<file path="src/rtl/dbg_cmp_pkg.sv">
package dbg_cmp_pkg;

    localparam int ADDR_W  = 16;
    localparam int DATA_W  = 16;
    localparam int LANE_W  = 8;
    localparam int N_LANES = DATA_W / LANE_W;

    // stored reference set
    typedef struct packed {
        logic              en;
        logic [ADDR_W-1:0] addr;
        logic [DATA_W-1:0] ref_data;
        logic [DATA_W-1:0] mask;
        logic              rwe;
        logic              rw;
        logic              sze;
        logic              sz;
    } cmp_cfg_t;

    typedef struct packed {
        cmp_cfg_t cfg;
        logic     match;
    } cmp_state_t;

endpackage

</file>
<file path="src/rtl/dbg_cmp_qual.sv">
// Address, access size and direction qualification.
module dbg_cmp_qual #(
    parameter int AW = 16
) (
    input  logic [AW-1:0] ref_addr,
    input  logic [AW-1:0] bus_addr,
    input  logic          rwe,
    input  logic          rw,
    input  logic          sze,
    input  logic          sz,
    input  logic          bus_byte,
    input  logic          bus_rd,
    output logic          qual_ok
);

    logic addr_hit;
    logic size_ok;
    logic dir_ok;

    always_comb begin
        // exact address only; an overlapping word one byte below is not a hit
        addr_hit = (bus_addr == ref_addr);
        size_ok  = !sze || (bus_byte == sz);
        dir_ok   = !rwe || (bus_rd == rw);
        qual_ok  = addr_hit && size_ok && dir_ok;
    end

endmodule

</file>
<file path="src/rtl/dbg_cmp_lane.sv">
// Masked compare of one byte lane.
module dbg_cmp_lane #(
    parameter int LW = 8
) (
    input  logic [LW-1:0] ref_byte,
    input  logic [LW-1:0] msk_byte,
    input  logic [LW-1:0] bus_byte_val,
    output logic          lane_ok
);

    logic [LW-1:0] bit_ok;

    always_comb begin
        bit_ok  = ~(bus_byte_val ^ ref_byte) | ~msk_byte;
        lane_ok = &bit_ok;
    end

endmodule

</file>
<file path="src/rtl/dbg_cmp_data.sv">
// Data comparison over all lanes; lanes are compared whatever the access size.
module dbg_cmp_data #(
    parameter int DW = 16,
    parameter int LW = 8
) (
    input  logic [DW-1:0] ref_data,
    input  logic [DW-1:0] mask,
    input  logic [DW-1:0] bus_data,
    output logic          data_ok
);

    localparam int NL = DW / LW;

    logic [NL-1:0] lane_ok;

    for (genvar gi = 0; gi < NL; gi++) begin : g_lane
        dbg_cmp_lane #(.LW(LW)) u_lane (
            .ref_byte     (ref_data[gi*LW +: LW]),
            .msk_byte     (mask[gi*LW +: LW]),
            .bus_byte_val (bus_data[gi*LW +: LW]),
            .lane_ok      (lane_ok[gi])
        );
    end

    always_comb data_ok = &lane_ok;

endmodule

</file>
<file path="src/rtl/dbg_access_cmp.sv">
// Watchpoint comparator top: configuration store plus registered match.
module dbg_access_cmp
    import dbg_cmp_pkg::*;
(
    input  logic              clk,
    input  logic              rst_n,
    input  logic              cfg_wr,
    input  logic              cfg_en,
    input  logic [ADDR_W-1:0] cfg_addr,
    input  logic [LANE_W-1:0] cfg_dh,
    input  logic [LANE_W-1:0] cfg_dl,
    input  logic [DATA_W-1:0] cfg_mask,
    input  logic              cfg_rwe,
    input  logic              cfg_rw,
    input  logic              cfg_sze,
    input  logic              cfg_sz,
    input  logic              bus_valid,
    input  logic [ADDR_W-1:0] bus_addr,
    input  logic              bus_byte,
    input  logic              bus_rd,
    input  logic [DATA_W-1:0] bus_data,
    output logic              match
);

    cmp_state_t st_d;
    cmp_state_t st_q;
    cmp_cfg_t   cfg_cur;
    logic       qual_ok;
    logic       data_ok;

    assign cfg_cur = st_q.cfg;

    dbg_cmp_qual #(.AW(ADDR_W)) u_qual (
        .ref_addr (cfg_cur.addr),
        .bus_addr (bus_addr),
        .rwe      (cfg_cur.rwe),
        .rw       (cfg_cur.rw),
        .sze      (cfg_cur.sze),
        .sz       (cfg_cur.sz),
        .bus_byte (bus_byte),
        .bus_rd   (bus_rd),
        .qual_ok  (qual_ok)
    );

    dbg_cmp_data #(.DW(DATA_W), .LW(LANE_W)) u_data (
        .ref_data (cfg_cur.ref_data),
        .mask     (cfg_cur.mask),
        .bus_data (bus_data),
        .data_ok  (data_ok)
    );

    always_comb begin
        st_d = st_q;
        // the access is judged against the configuration already stored
        st_d.match = bus_valid && cfg_cur.en && qual_ok && data_ok;
        if (cfg_wr) begin
            st_d.cfg.en       = cfg_en;
            st_d.cfg.addr     = cfg_addr;
            st_d.cfg.ref_data = {cfg_dh, cfg_dl};
            st_d.cfg.mask     = cfg_mask;
            st_d.cfg.rwe      = cfg_rwe;
            st_d.cfg.rw       = cfg_rw;
            st_d.cfg.sze      = cfg_sze;
            st_d.cfg.sz       = cfg_sz;
        end
    end

    always_ff @(posedge clk) begin
        if (!rst_n) st_q <= '0;
        else        st_q <= st_d;
    end

    assign match = st_q.match;

endmodule

</file>
<file path="config.mk">
export PLATFORM = sky130hd
export DESIGN_NAME = dbg_access_cmp
export DESIGN_NICKNAME = d
export VERILOG_FILES = /design/src/rtl/dbg_cmp_pkg.sv /design/src/rtl/dbg_cmp_qual.sv /design/src/rtl/dbg_cmp_lane.sv /design/src/rtl/dbg_cmp_data.sv /design/src/rtl/dbg_access_cmp.sv
export SDC_FILE = /design/constraint.sdc
export NUM_CORES = 1
export LEC_CHECK = 0
export ABC_AREA = 0
export BUFFER_PORTS_ARGS = -buffer_cell sky130_fd_sc_hd__buf_2
export CAP_MARGIN = 20
export CORE_UTILIZATION = 45
export CTS_CLUSTER_SIZE = 8
export DETAILED_ROUTE_END_ITERATION = 6
export GPL_ROUTABILITY_DRIVEN = 0
export GPL_TIMING_DRIVEN = 0
export PLACE_DENSITY = 0.8
export SYNTH_ARGS = -nofsm -noshare
export SYNTH_HDL_FRONTEND = slang
export SYNTH_SLANG_ARGS = --single-unit
</file>
<file path="constraint.sdc">
create_clock -name clk -period 3.65 [get_ports clk]
set_input_delay 1.095 -clock clk [delete_from_list [all_inputs] [get_ports clk]]
set_output_delay 1.095 -clock clk [all_outputs]
set_load 0.005 [all_outputs]
</file>
==> results of run 1 <==
==> synth_stat cells <==
| library cell | instances | area share |
|---|---|---|
| sky130_fd_sc_hd__a22o_1 | 2 | 0.0072 |
| sky130_fd_sc_hd__nand4_1 | 3 | 0.0077 |
| sky130_fd_sc_hd__mux2i_1 | 53 | 0.22 |
| sky130_fd_sc_hd__buf_2 | 4 | 0.0082 |
| sky130_fd_sc_hd__clkbuf_1 | 5 | 0.0077 |
| sky130_fd_sc_hd__xnor2_1 | 5 | 0.018 |
| sky130_fd_sc_hd__a221oi_1 | 1 | 0.0036 |
| sky130_fd_sc_hd__a222oi_1 | 1 | 0.0041 |
| sky130_fd_sc_hd__a221oi_2 | 2 | 0.012 |
| sky130_fd_sc_hd__nand3_1 | 2 | 0.0041 |
| sky130_fd_sc_hd__a22oi_1 | 2 | 0.0062 |
| sky130_fd_sc_hd__nor2b_1 | 53 | 0.14 |
| sky130_fd_sc_hd__buf_4 | 2 | 0.0062 |
| sky130_fd_sc_hd__dfxtp_1 | 54 | 0.44 |
| sky130_fd_sc_hd__nor4_1 | 3 | 0.0077 |
| sky130_fd_sc_hd__xor2_1 | 29 | 0.10 |
| sky130_fd_sc_hd__nor3_2 | 1 | 0.0041 |
| sky130_fd_sc_hd__nand2_1 | 1 | 0.0015 |
==> registers in the layout, summed over array words and instances (netlist names) <==
register and count:
cfg_cur 53, match 1
==> cell type report <==
class / count / share of cell area
repair buffers: 90 / 0.147
plain buffers: 11 / 0.0175
clock inverters: 1 / 0.00163
clock buffers: 7 / 0.0282
multi-input cells: 158 / 0.425
well taps: 70 / 0.0286
flip-flops and latches: 54 / 0.353
==> cell usage in the layout (no fill, tap or decap), types with 2 or more instances in the layout <==
master,n
sky130_fd_sc_hd__a22o_1,2
sky130_fd_sc_hd__xnor2_1,5
sky130_fd_sc_hd__mux2i_1,53
sky130_fd_sc_hd__a221oi_2,2
sky130_fd_sc_hd__nor2b_1,53
sky130_fd_sc_hd__buf_2,94
sky130_fd_sc_hd__nand3_1,2
sky130_fd_sc_hd__buf_4,2
sky130_fd_sc_hd__nor4_1,3
sky130_fd_sc_hd__a22oi_1,2
sky130_fd_sc_hd__clkbuf_8,6
sky130_fd_sc_hd__xor2_1,29
sky130_fd_sc_hd__clkbuf_1,6
sky130_fd_sc_hd__dfxtp_1,54
sky130_fd_sc_hd__nand4_1,3
==> where the power goes <==
part           switching, mW  internal [mW]
sequential            0.0213          0.624
clock                  0.184          0.154
combinational         0.0795          0.105
total                  0.285          0.882
==> worst max path at each step <==
stage | from | end | slack, ns | depth (start not counted)
2_1_floorplan | bus_data[8] | match | 1.74 | 5
3_3_place_gp | bus_addr[9] | match | 1.49 | 6
3_5_place_dp | bus_addr[9] | match | 1.45 | 6
4_1_cts | bus_addr[9] | match | 1.75 | 6
5_1_grt | bus_addr[5] | match | 1.70 | 6
6_report | bus_addr[9] | match | 1.78 | 6
==> per-layer routing <==
layer  global-route usage  vias to the layer above
met3               0.0370                        2
met1                0.240                      837
met5                    0                        -
li1                     -                      949
met2                0.319                       46
met4               0.0453                        0
==> cells by family after synthesis <==
group | share of synthesized area
multiplexers | 0.218
XOR/XNOR | 0.122
flip-flops | 0.444
AND/OR/NAND/NOR | 0.161
AO/OA/AOI/OAI | 0.0334
buffers and inverters | 0.0221
==> tightest hold or removal path: stages (launching register included) <==
cell	delay, ns
sky130_fd_sc_hd__dfxtp_1	0.33
sky130_fd_sc_hd__mux2i_1	0.06
sky130_fd_sc_hd__nor2b_1	0.10
==> metrics by stage <==
| stage | setup slack (ns) | hold slack, ns | std cells | area, sq um |
|---|---|---|---|---|
| finish | 1.78 | 0.524 | 391 | 3070 |
| global route | 1.70 | 0.546 | 391 | 3070 |
| CTS | 1.75 | 0.531 | 391 | 3070 |
| detailed placement | 1.45 | 0.507 | 383 | 2980 |
| global placement | 1.49 | 0.498 | 383 | 2980 |
| floorplan | 1.74 | 0.481 | 223 | 2440 |
==> results.cfg, run 1 <==
[setup_path]
timing.rr.start = cfg_cur[45]
setup.worst_path.end_class = flop
worstPathRequired_ns = 3.88
worst-r2r-setup-slack_ns = 2.33
cpPeakStageDelay_ns = 0.28
crit_path_buf_inv_count = 1
timing_worst_setup_path_type = primary input to flop
cp_delay_by_family_top = simple AND/OR/NAND/NOR gates
ff2ff_path_depth = 5
r2r-end = match
cell_chain_critical_path = buf_2 > xnor2_1 > nand4_1 > nor4_1 > nand3_1 > nor3_2
worstPathArrival_ns = 2.10
worst_path_max_delay_cell = sky130_fd_sc_hd__nor4_1
crit_fanout = 1
start_kind = primary input

[cells_and_area]
register_area_sq_mm = 0.00108
num_antenna_cells = 0
multi_input_comb_area_sq_mm = 0.00130
final_net_count = 411
core_utilization_of_the_finished_layout = 0.593
layout.filler_cells = 486
final_layout_size_suffix_gt1_frac = 0.330
flow.area_growth_from_synthesis_pct = 25.8

[yosys]
synth-seq-cells = 54
yosysSeqAreaShare = 0.444
mappedNetlistArea_sq_mm = 0.00244
synth_cell_type_count = 18
postSynthAreaPerCell_sq_um = 10.9
synth_warnings = 0
syn-instance-count = 223
synth_nets = 314

[global_routing]
globalRouteTotalUtil = 0.186
vias_in_the_first_global_route = 1676
maximum_number_of_pins_on_one_net_before_global_route_repair = 16
grt_remaining_overflow = 0
grt_antenna_before_repair = 0
grt_first_pass_wirelength_mm = 7.79

[cts]
cts_made_buffers = 5
cts.repair.resized = 0
clockRootBuffer = sky130_fd_sc_hd__clkbuf_8
clock_sinks = 54
maximum_level_of_the_cts_h_tree = 2
clk_latency_ns = 0.30
clkTransAtPathRegs_ns = 0.09
tritoncts = done
clockBufferDepth = 2
postCtsSetupRepairBufs = 0
cts_hold_repair.buffers = 0

[drt]
initialDrtViolationCount = 74
met2RoutedLength_mm = 2.55
dr_total_vias = 1834
antenna_left = 0
routedLengthMet1_mm = 2.36
vias_per_cell = 4.69
uppermost_metal_layer_occupied_by_signal_nets = met4
routed_wirelength_mm = 5.15
drt-wirelength-per-cell_microns = 13.2
drt_pass1_iterations = 4
met3WireLength_microns = 206
post-route-drc-count = 0

[sta]
slew_of_the_pin_with_the_lowest_slew_margin_ns = 0.451
final-max-slew-violation-count = 0
accumulated_negative_setup_slack_ns = 0
finClkSkew_ns = 0.00624
finalCritPeriodShare = 0.513
finalCriticalPeriod_ns = 1.87
clock.fmax_mhz = 534
count_of_endpoints_failing_setup_in_the_final_report = 0
rsz_0062_raised_after_global_routing = false
worst_slew_margin_rel = 0.699
timing.final.hold_violations = 0

[die]
die_y_microns = 75.6
die_width_microns = 75.6
core_area_sq_mm = 0.00517
fp-row-count = 26
io_pins = 92
floorplan.die_area_sq_mm = 0.00571
starting_density_of_the_core = 0.471

[worst_hold_path]
worstHoldPathType = flop to flop
min_path_cells = 2
hold-path-endpoint = cfg_cur[13]
hold_path_startpoint = cfg_cur[13]

[run]
max-cap-violations = 0

[pwr]
total_power_mw = 1.17
cellPowerDensity_mw_per_mm2 = 381
vdd_ir_drop_max_mv = 0.218
cellLeakagePower_nw = 1.49

[placement]
dp_hpwl_mm = 3.94
io_buffers = 90

[run_status]
outcome = finished clean
(Power assumes the default switching activity.)
==> inputs of run 2 (changes only) <==
--- a/config.mk
+++ b/config.mk
@@ -5,7 +5,7 @@
 export SDC_FILE = /design/constraint.sdc
 export NUM_CORES = 1
 export LEC_CHECK = 0
-export ABC_AREA = 0
+export ABC_AREA = 1
 export BUFFER_PORTS_ARGS = -buffer_cell sky130_fd_sc_hd__buf_2
 export CAP_MARGIN = 20
 export CORE_UTILIZATION = 45
==> constraint.sdc (replaced) <==
create_clock -name clk -period 1.95 [get_ports clk]
set_input_delay 0.585 -clock clk [delete_from_list [all_inputs] [get_ports clk]]
set_output_delay 0.585 -clock clk [all_outputs]
set_load 0.005 [all_outputs]
==> run 2 against run 1 <==
Against the previous run:
- hold slack got worse by 0.047 ns
- sequential cell count unchanged
- global-route usage increased by 4.5 points
- sequential power increased by 89%
- combinational power increased by 94%
- total power increased by 100%
- via count increased by 34%
- critical path depth decreased by 5
- synthesized cell count increased by 56%
- cell count increased by 31%
- cell area decreased by 1.0%
- highest routed layer unchanged
==> results.cfg, run 2 <==
[worst_hold_path]
worstHoldPathType = flop to flop

[drt]
routed_wirelength_mm = 6.13
drt_pass1_iterations = 4
drt-wirelength-per-cell_microns = 11.9
antenna_left = 0
dr_total_vias = 2456
vias_per_cell = 4.78
post-route-drc-count = 0
initialDrtViolationCount = 117

[yosys]
post-synth-top-count-cell = sky130_fd_sc_hd__nor2_1
post-synth-top-area-fraction = 0.452
synth_edf_count = 0
syn-instance-count = 347
async_flop_share = 0
synth_common_cells = sky130_fd_sc_hd__nor2_1, sky130_fd_sc_hd__o21ai_0, sky130_fd_sc_hd__dfxtp_1
postSynth.topFlopCell = sky130_fd_sc_hd__dfxtp_1
synth_nets = 438
synth_warnings = 0
mappedNetlistArea_sq_mm = 0.00239
synthDominantAreaCellType = sky130_fd_sc_hd__dfxtp_1
yosysSeqAreaShare = 0.452
synth_cell_type_count = 22
synthTopCellsByArea = sky130_fd_sc_hd__dfxtp_1, sky130_fd_sc_hd__nor2_1, sky130_fd_sc_hd__o21ai_0
postSynthAreaPerCell_sq_um = 6.90
synth-seq-cells = 54

[die]
io_pins = 92
starting_density_of_the_core = 0.469
fp-row-count = 26
die_width_microns = 74.9
core_area_sq_mm = 0.00511
floorplan.die_area_sq_mm = 0.00561
die_y_microns = 74.9

[sta]
slew_of_the_pin_with_the_lowest_slew_margin_ns = 0.423
setup_ws_ns = 0.615
timing.final.hold_violations = 0
worst_slew_margin_rel = 0.718
rsz_0062_raised_after_global_routing = false
finalCritPeriodShare = 0.685
count_of_endpoints_failing_setup_in_the_final_report = 0
finClkSkew_ns = 0.00949
clock.fmax_mhz = 749
final-max-slew-violation-count = 0
finalCriticalPeriod_ns = 1.33
accumulated_negative_setup_slack_ns = 0

[cells_and_area]
final_cell_mix = sky130_fd_sc_hd__nor2_1, sky130_fd_sc_hd__buf_2, sky130_fd_sc_hd__o21ai_0, sky130_fd_sc_hd__dfxtp_1, sky130_fd_sc_hd__nand2_1
final_cell_count_no_fill = 514
final_layout_size_suffix_gt1_frac = 0.250
flip_flop_count_of_the_largest_register_all_copies_and_words_added = 53
flow.area_growth_from_synthesis_pct = 26.8
final_common_cell = sky130_fd_sc_hd__nor2_1
num_antenna_cells = 0
layout.filler_cells = 526
final_net_count = 534
core_utilization_of_the_finished_layout = 0.594

[placement]
worst_slack_after_detailed_placement_ns = 0.447
dp_hpwl_mm = 4.48
io_buffers = 89
placed_cells_incl_taps = 506

[cts]
clockRootBuffer = sky130_fd_sc_hd__clkbuf_8
clockBufferDepth = 2
clkTransAtPathRegs_ns = 0.10
maximum_level_of_the_cts_h_tree = 2
clock_sinks = 54
tritoncts = done
cts.repair.resized = 0
cts_hold_repair.buffers = 0
postCtsSetupRepairBufs = 0
clk_latency_ns = 0.31
cts_made_buffers = 5

[setup_path]
worstPathRequired_ns = 1.36
worst_path_max_delay_cell = sky130_fd_sc_hd__dfxtp_1
setup.worst_path.end_class = output pin
crit_fanout = 1
crit_path_buf_inv_count = 1
timing_worst_setup_path_type = flop to output pin
cp_delay_by_family_top = flip-flops
worstPathArrival_ns = 0.75
start_kind = flop
cpPeakStageDelay_ns = 0.33
cell_chain_critical_path = buf_2

[pwr]
cellPowerDensity_mw_per_mm2 = 769
vdd_ir_drop_max_mv = 0.374
cellLeakagePower_nw = 1.46

[global_routing]
grt_first_pass_wirelength_mm = 9.61
grt_antenna_before_repair = 0
maximum_number_of_pins_on_one_net_before_global_route_repair = 17
grt_remaining_overflow = 0
globalRouteTotalUtil = 0.230
vias_in_the_first_global_route = 2159

[run_status]
outcome = finished clean

[run]
max-cap-violations = 0
-- run 2: cell types whose count changed in the layout (fill, tap and decap cells not counted), sizes merged, moves of 3 or more --
cell | previous run | this run
o21ai | 0 | 56
a221oi | 3 | 0
nor2b | 53 | 0
o22ai | 0 | 3
nand3 | 2 | 9
xor2 | 29 | 2
or2 | 0 | 4
a21oi | 0 | 7
nand2 | 1 | 50
nor2 | 0 | 116
mux2i | 53 | 0
nor4 | 3 | 0
inv | 0 | 16
xnor2 | 5 | 12
-- run 2: cell type report --
type | instances | area [sq um] | share of cell area
plain buffers | 17 | 93.8 | 0.0309
clock buffers | 5 | 68.8 | 0.0227
clock inverters | 3 | 40.0 | 0.0132
inverters | 16 | 60.1 | 0.0198
multi-input cells | 260 | 1160 | 0.382
flip-flops and latches | 54 | 1080 | 0.356
well taps | 70 | 87.6 | 0.0289
repair buffers | 89 | 445 | 0.147
-- run 2: power breakdown --
group	leakage (nW)	switching, mW	internal, mW
Sequential	0.449	0.0431	1.18
Clock	0.0579	0.376	0.379
Combinational	0.951	0.187	0.171
-- run 2: cells by family (layout without fill, tap and decap cells) --
| family | after synthesis | after routing | share of synthesized area |
|---|---|---|---|
| AOI/OAI and AO/OA | 66 | 66 | 0.140 |
| xor gates and xnor gates | 14 | 14 | 0.0512 |
| buffers and inverters | 33 | 130 | 0.0643 |
| DFF | 54 | 54 | 0.452 |
| and+or+nand+nor | 180 | 180 | 0.293 |
-- run 2: metal layers --
layer  vias to the layer above  wire length (microns)  GRT usage
met5                         -                      0          0
met1                      1083                   2800      0.293
met2                        81                   2840      0.396
met3                         7                    414     0.0455
met4                         0                     78     0.0692
li1                       1285                      -          -
-- run 2: per-stage QoR --
| stage | hold slack, ns | total power [mW] | instance area (sq um) |
|---|---|---|---|
| finish | 0.477 | 2.33 | 3040 |
| global route | 0.484 | 2.44 | 3040 |
| CTS | 0.480 | 2.34 | 3040 |
| detailed placement | 0.465 | 1.60 | 2930 |
| global placement | 0.454 | 1.59 | 2930 |
| floorplan | 0.448 | 1.45 | 2390 |
-- run 2: path summary, 6_finish.rpt --
path	startpoint	slack [ns]	cells past startpoint	endpoint
worst max-delay path	match	0.62	1	match
worst min-delay path	cfg_cur[35]	0.48	2	cfg_cur[35]
worst max register to register	cfg_cur[50]	0.84	7	match
worst min register to register	cfg_cur[35]	0.48	2	cfg_cur[35]
-- run 2: worst min-delay path: stages (launching register included) --
cell,delay (ns)
sky130_fd_sc_hd__dfxtp_1,0.32
sky130_fd_sc_hd__inv_1,0.06
sky130_fd_sc_hd__a21oi_1,0.06
